$ cat config.mk
export PLATFORM = sky130hd
export DESIGN_NAME = jtag_boot_mailbox
export DESIGN_NICKNAME = d
export VERILOG_FILES = /design/src/rtl/mbx_pkg.sv /design/src/rtl/mbx_in_sync.sv /design/src/rtl/mbx_tap_events.sv /design/src/rtl/mbx_shift_stage.sv /design/src/rtl/mbx_fw_regs.sv /design/src/rtl/jtag_boot_mailbox.sv
export SDC_FILE = /design/constraint.sdc
export NUM_CORES = 1
export LEC_CHECK = 0
export BUFFER_PORTS_ARGS = -buffer_cell sky130_fd_sc_hd__clkbuf_2
export CAP_MARGIN = 10
export CORE_AREA = 2 2 70 72
export CTS_BUF_LIST = sky130_fd_sc_hd__clkbuf_4 sky130_fd_sc_hd__clkbuf_8 sky130_fd_sc_hd__clkbuf_16
export DETAILED_ROUTE_END_ITERATION = 6
export DIE_AREA = 0 0 72 74
export PLACE_DENSITY = 0.71
export SLEW_MARGIN = 30
export SYNTH_ARGS = -nofsm -noshare
export SYNTH_HDL_FRONTEND = slang
export SYNTH_HIERARCHICAL = 1
export SYNTH_SLANG_ARGS = --single-unit
$ cat constraint.sdc
create_clock -name clk -period 1.5 [get_ports clk]
set_input_delay 0.45 -clock clk [delete_from_list [all_inputs] [get_ports clk]]
set_output_delay 0.45 -clock clk [all_outputs]
set_load 0.02 [all_outputs]
$ cat src/rtl/mbx_pkg.sv
package mbx_pkg;
    localparam int DATA_W = 8;
    localparam int STAT_W = 2;
    localparam int WORD_W = DATA_W + STAT_W;
    localparam int SRC_W  = 2;

    localparam logic [SRC_W-1:0]  SRC_JTAG   = 2'b00;
    localparam logic [STAT_W-1:0] STAT_BUSY  = 2'b10;
    localparam logic [STAT_W-1:0] STAT_VALID = 2'b11;

    typedef logic [DATA_W-1:0] mbx_byte_t;
    typedef logic [WORD_W-1:0] mbx_word_t;

    // raw TAP-side inputs, carried through the synchroniser as one bus
    typedef struct packed {
        logic             tck;
        logic             tdi;
        logic             cap;
        logic             shf;
        logic             upd;
        logic             ir_dbg;
        logic             prog_en;
        logic [SRC_W-1:0] src;
    } tap_in_t;
endpackage

$ cat src/rtl/mbx_in_sync.sv
module mbx_in_sync #(
    parameter int W      = 9,
    parameter int STAGES = 2
) (
    input  logic         clk,
    input  logic         rst_n,
    input  logic [W-1:0] d,
    output logic [W-1:0] q
);
    logic [STAGES-1:0][W-1:0] stg_d, stg_q;

    always_comb begin
        stg_d[0] = d;
        for (int i = 1; i < STAGES; i++) begin
            stg_d[i] = stg_q[i-1];
        end
    end

    always_ff @(posedge clk or negedge rst_n) begin
        if (!rst_n) stg_q <= '0;
        else        stg_q <= stg_d;
    end

    assign q = stg_q[STAGES-1];
endmodule

$ cat src/rtl/mbx_tap_events.sv
module mbx_tap_events
    import mbx_pkg::*;
(
    input  logic    clk,
    input  logic    rst_n,
    input  tap_in_t s,
    output logic    mode_hold,
    output logic    mode_active,
    output logic    cap_ev,
    output logic    shf_ev,
    output logic    upd_ev,
    output logic    tdi_bit
);
    typedef struct packed {
        logic tck_prev;
    } ev_state_t;

    ev_state_t st_d, st_q;
    logic      rise, fall;

    always_comb begin
        st_d          = st_q;
        st_d.tck_prev = s.tck;
        rise          = s.tck & ~st_q.tck_prev;
        fall          = ~s.tck & st_q.tck_prev;
        mode_hold     = s.prog_en && (s.src == SRC_JTAG);
        mode_active   = mode_hold && s.ir_dbg;
        cap_ev        = mode_active && rise && s.cap;
        shf_ev        = mode_active && rise && s.shf && !s.cap;
        upd_ev        = mode_active && fall && s.upd;
        tdi_bit       = s.tdi;
    end

    always_ff @(posedge clk or negedge rst_n) begin
        if (!rst_n) st_q <= '0;
        else        st_q <= st_d;
    end

    // an update event can never directly follow another
    p_upd_spaced_r9: assert property (@(posedge clk) disable iff (!rst_n)
        upd_ev |=> !upd_ev);
endmodule

$ cat src/rtl/mbx_shift_stage.sv
module mbx_shift_stage
    import mbx_pkg::*;
(
    input  logic      clk,
    input  logic      rst_n,
    input  logic      cap_ev,
    input  logic      shf_ev,
    input  logic      upd_ev,
    input  logic      tdi_bit,
    input  mbx_byte_t hold_byte,
    input  logic      txc_flag,
    output logic      tdo_bit,
    output mbx_byte_t host_byte
);
    typedef struct packed {
        mbx_word_t sh;
        mbx_byte_t tx;
        logic      txv;
    } sh_state_t;

    sh_state_t st_d, st_q;

    always_comb begin
        st_d = st_q;
        if (cap_ev) begin
            st_d.sh = {st_q.tx, (st_q.txv ? STAT_VALID : STAT_BUSY)};
        end else if (shf_ev) begin
            st_d.sh = {tdi_bit, st_q.sh[WORD_W-1:1]};
        end
        if (upd_ev) begin
            st_d.tx  = hold_byte;
            st_d.txv = txc_flag;
        end
    end

    always_ff @(posedge clk or negedge rst_n) begin
        if (!rst_n) st_q <= '0;
        else        st_q <= st_d;
    end

    assign tdo_bit   = st_q.sh[0];
    assign host_byte = st_q.sh[WORD_W-1:STAT_W];

    p_status_code_r3: assert property (@(posedge clk) disable iff (!rst_n)
        cap_ev |=> (st_q.sh[STAT_W-1:0] == STAT_BUSY || st_q.sh[STAT_W-1:0] == STAT_VALID));

    p_shift_quiet_r7: assert property (@(posedge clk) disable iff (!rst_n)
        !(cap_ev || shf_ev) |=> $stable(st_q.sh));

    p_tx_load_r5: assert property (@(posedge clk) disable iff (!rst_n)
        upd_ev |=> (st_q.tx == $past(hold_byte)) && (st_q.txv == $past(txc_flag)));
endmodule

$ cat src/rtl/mbx_fw_regs.sv
module mbx_fw_regs
    import mbx_pkg::*;
(
    input  logic      clk,
    input  logic      rst_n,
    input  logic      upd_ev,
    input  mbx_byte_t host_byte,
    input  logic      hold_we,
    input  mbx_byte_t hold_wdata,
    input  logic      txc_we,
    input  logic      txc_wval,
    output mbx_byte_t hold_byte,
    output logic      txc_flag,
    output mbx_byte_t rx_byte,
    output logic      rx_strobe
);
    typedef struct packed {
        mbx_byte_t hold;
        logic      txc;
        mbx_byte_t rx;
        logic      stb;
    } fw_state_t;

    fw_state_t st_d, st_q;

    always_comb begin
        st_d     = st_q;
        st_d.stb = upd_ev;
        if (upd_ev) begin
            st_d.rx  = host_byte;
            st_d.txc = 1'b0;
        end
        // a CPU write in the event cycle is ordered after the event
        if (txc_we)  st_d.txc  = txc_wval;
        if (hold_we) st_d.hold = hold_wdata;
    end

    always_ff @(posedge clk or negedge rst_n) begin
        if (!rst_n) st_q <= '0;
        else        st_q <= st_d;
    end

    assign hold_byte = st_q.hold;
    assign txc_flag  = st_q.txc;
    assign rx_byte   = st_q.rx;
    assign rx_strobe = st_q.stb;

    p_txc_clear_r6: assert property (@(posedge clk) disable iff (!rst_n)
        (upd_ev && !txc_we) |=> !txc_flag);

    p_txc_set_wins_r8: assert property (@(posedge clk) disable iff (!rst_n)
        (upd_ev && txc_we && txc_wval) |=> txc_flag);

    p_rx_load_r5: assert property (@(posedge clk) disable iff (!rst_n)
        upd_ev |=> (rx_byte == $past(host_byte)) && rx_strobe);

    p_strobe_width_r9: assert property (@(posedge clk) disable iff (!rst_n)
        rx_strobe |=> !rx_strobe);
endmodule

$ cat src/rtl/jtag_boot_mailbox.sv
module jtag_boot_mailbox
    import mbx_pkg::*;
#(
    parameter int SYNC_STAGES = 2
) (
    input  logic              clk,
    input  logic              rst_n,
    input  logic              tck,
    input  logic              tdi,
    input  logic              tap_capture_dr,
    input  logic              tap_shift_dr,
    input  logic              tap_update_dr,
    input  logic              ir_debug_sel,
    input  logic              boot_prog_en,
    input  logic [SRC_W-1:0]  boot_src,
    output logic              tdo,
    output logic              dbg_sm_hold,
    input  logic              cpu_hold_we,
    input  logic [DATA_W-1:0] cpu_hold_data,
    input  logic              cpu_txc_we,
    input  logic              cpu_txc_val,
    output logic              txc,
    output logic [DATA_W-1:0] rx_byte,
    output logic              rx_strobe
);
    localparam int TAP_W = $bits(tap_in_t);

    tap_in_t   raw, syn;
    logic      active, cap_ev, shf_ev, upd_ev, tdi_bit, tdo_bit;
    mbx_byte_t hold_byte, host_byte;

    always_comb begin
        raw.tck     = tck;
        raw.tdi     = tdi;
        raw.cap     = tap_capture_dr;
        raw.shf     = tap_shift_dr;
        raw.upd     = tap_update_dr;
        raw.ir_dbg  = ir_debug_sel;
        raw.prog_en = boot_prog_en;
        raw.src     = boot_src;
    end

    mbx_in_sync #(.W(TAP_W), .STAGES(SYNC_STAGES)) u_sync (
        .clk   (clk),
        .rst_n (rst_n),
        .d     (raw),
        .q     (syn)
    );

    mbx_tap_events u_events (
        .clk         (clk),
        .rst_n       (rst_n),
        .s           (syn),
        .mode_hold   (dbg_sm_hold),
        .mode_active (active),
        .cap_ev      (cap_ev),
        .shf_ev      (shf_ev),
        .upd_ev      (upd_ev),
        .tdi_bit     (tdi_bit)
    );

    mbx_shift_stage u_shift (
        .clk       (clk),
        .rst_n     (rst_n),
        .cap_ev    (cap_ev),
        .shf_ev    (shf_ev),
        .upd_ev    (upd_ev),
        .tdi_bit   (tdi_bit),
        .hold_byte (hold_byte),
        .txc_flag  (txc),
        .tdo_bit   (tdo_bit),
        .host_byte (host_byte)
    );

    mbx_fw_regs u_fw (
        .clk        (clk),
        .rst_n      (rst_n),
        .upd_ev     (upd_ev),
        .host_byte  (host_byte),
        .hold_we    (cpu_hold_we),
        .hold_wdata (cpu_hold_data),
        .txc_we     (cpu_txc_we),
        .txc_wval   (cpu_txc_val),
        .hold_byte  (hold_byte),
        .txc_flag   (txc),
        .rx_byte    (rx_byte),
        .rx_strobe  (rx_strobe)
    );

    assign tdo = active ? tdo_bit : 1'b0;

    p_idle_rx_r1: assert property (@(posedge clk) disable iff (!rst_n)
        !active |=> $stable(rx_byte) && !rx_strobe);
endmodule

==> results.md <==
* Status: finished, violations left
* Failing checks: setup timing
* Synthesized area at 0.00215 mm^2
* Rel. slew slack at 0.812
* Core box area at 0.00460 mm^2
* Largest net degree at the start of global routing at 57
* Clk sinks at 56
* Leakage dissipation at ~1.2 nW
* Clock Path Buffers at 2
* Post-route cell area at approximately 0.0025 mm^2
* Die area at between 0.005 and 0.006 mm^2
* Total CTS buffers at 5
* Synth async-reset ratio at 1.00
* Peak fanout along the critical path at 4
* Worst skew pair latency at ~0.31 ns
* Final Critical Period at roughly 1.7 ns
* Via density at 4.79
* Mapped Cells at 137
* CTS tree: built
* Final worst setup slack at -0.233 ns
* Num rows at 25
* Syn avg cell area at 15.7 um^2
* Buf/Inv on CP at 2
* # DRC at 0
* CP delay by family, top: simple AND/OR/NAND/NOR gates
* Dpl cells at approximately 220
* DRT antenna net count at 0
* Primary FF master, synth: dfrtp_1
* RSZ-0062 raised after global routing: true
* Ys Warns at 6
* Share of cells above drive strength 1 at 0.480
* Final hold violations at 0
* Reg clk slew, reported paths at 0.09 ns
* Initial antenna violation count at 0
* Wire per inst at 14.0 um
* Max_cap viols at 0
* Startpoint type of the worst setup path: flip-flop
* Crit path largest cell delay at between 0.3 and 0.4 ns
* CP Class: reg2out
* First-pass GRT wire length at roughly 5.5 mm
* Syn Nets at 159
* Final wirelength at 3.20 mm
* CP endpoint kind: primary output
* H-Tree Depth at 2
* Final setup vio count at 30
* Worst-margin pin slew at 0.281 ns
* CP max-delay cell: dfrtp_1
* Yosys reg bits at 56
* Cell Chain, Critical Path: nand4bb_4 > inv_2 > and2_4 > buf_8
* Fmax at 577 MHz
* Pwr per Cell Area at 1080 mW/mm^2
* Distinct cells, synth at 20
* Hold slack at ~0.13 ns
* Number of global-route vias before repair at between 1000 and 1500
* Pre-CTS setup slack at -0.186 ns
* Total grt overflow at 0
* Finished Core Util at 0.546
* Io pins at 34
* Number of DRC markers in iteration 0 at 86
* GP Congestion at 0.789
* Slew Limit Fails at 0
* GRT Overall Usage at 0.139
* First drt pass iteration count at 4
* Routed vias at 1096
* Hold Crit Class: in2async
* Post-synth EDFFs at 0
* Nets at 196
* Hold-fix buffers at CTS at 0
* Worst EP arrival at about 1.3 ns
* Root buf cell: clkbuf_8
* Post-Layout Cell Count at 229
* Critical Path RT at 1.05 ns
* Dpl cell area at 0.00232 mm^2
* Post-Route Skew at 0.0101 ns
* Tcrit/Tclk final at 1.16
* Chip Height at 74 um
* Die span in x at 72 um
* Initial Util at 0.467
* Max VDD drop at 0.615 mV
* Area delta synth->final at 16.9%
* IO buf count at 33
* Inserted Diodes at 0
* DP HPWL at 2.20 mm
* Register area share after synthesis at 0.652
[synth_stat cells (2+ instances only)]
| library cell | instances | area (um^2) |
|---|---|---|
| buf_4 | 10 | 75.1 |
| buf_6 | 4 | 45.0 |
| dfrtp_1 | 56 | 1400 |
| inv_1 | 2 | 7.51 |
| mux2_2 | 9 | 101 |
| mux2_4 | 16 | 240 |
| mux2i_1 | 9 | 90.1 |
| nand2_1 | 10 | 37.5 |
| nor3_1 | 2 | 10.0 |
| o21ai_1 | 9 | 45.0 |
[stage by stage]
step | setup TNS [ns] | power, mW
floorplan | 0 | 1.82
global placement | -0.175 | 1.89
detailed placement | -1.92 | 1.90
CTS | -3.96 | 2.75
global route | -6.49 | 2.85
finish | -4.29 | 2.71
[worst paths after layout]
kind | slack (ns) | cells after the start | to | startpoint
min | 0.13 | 2 | u_sync/stg_d[14] | rst_n
min in group clk | 0.24 | 1 | u_sync/stg_d[13] | tap_update_dr
min reg2reg | 0.36 | 0 | u_sync/q[1] | u_sync/stg_d[10]
max reg2reg | -0.19 | 6 | u_shift/st_q[4] | u_sync/q[0]
max in group asynchronous | 1.13 | 2 | u_shift/st_q[5] | rst_n
max | -0.23 | 4 | tdo | u_sync/q[0]
[cells in the final DEF, fill, tap and decap left out, types with 5 or more instances in the layout]
| cell | netlist | routed |
|---|---|---|
| buf_4 | 10 | 6 |
| buf_6 | 4 | 5 |
| clkbuf_2 | 0 | 32 |
| clkbuf_8 | 0 | 6 |
| dfrtp_1 | 56 | 56 |
| mux2_2 | 9 | 9 |
| mux2_4 | 16 | 16 |
| mux2i_1 | 9 | 9 |
| nand2_1 | 10 | 10 |
| o21ai_1 | 9 | 9 |
[where the power goes]
group          switching [mW]  internal (mW)
logic                  0.0828          0.116
registers              0.0619           1.61
clock network           0.446          0.394
total                   0.591           2.12
[flip-flops by register name, summed over array words and instances (netlist names), 8 cells and up]
name and count:
u_fw/hold_byte 8, u_fw/rx_byte 8, u_shift/host_byte 8, u_shift/st_q 10
u_sync/q 9, u_sync/stg_d 9
[cells by family (layout without fill, tap and decap cells)]
group           count (synthesis)  in the layout  share of synthesized area
compound gates                 11             11                     0.0291
flops                          56             56                      0.652
mux                            34             34                      0.201
simple gates                   19             19                     0.0559
buf+inv                        17             55                     0.0617
[area by class of cell]
cell class | count | area [um^2]
clock inverters | 1 | 7.51
fillers | 379 | 2090
inverters | 2 | 7.51
repair buffers | 45 | 297
flip-flops and latches | 56 | 1400
well taps | 54 | 67.6
multi-input cells | 64 | 642
clock buffers | 7 | 90.1
[what timing repair did]
item | 4_1_cts | 5_1_grt
pin swaps | 3 | 1
gates resized for setup | 11 | 6
endpoints found under the setup margin | 29 | 30
setup buffers | 3 | 0
cloned | 2 | 1
[metal layers]
layer,global-route usage,wire (um),part of all wire
met5,0,0,0
met2,0.225,1600,0.50
met3,0.0515,159,0.050
met1,0.163,1360,0.43
met4,0.0755,81,0.025
Note: power is estimated with default switching activity, not from simulation.
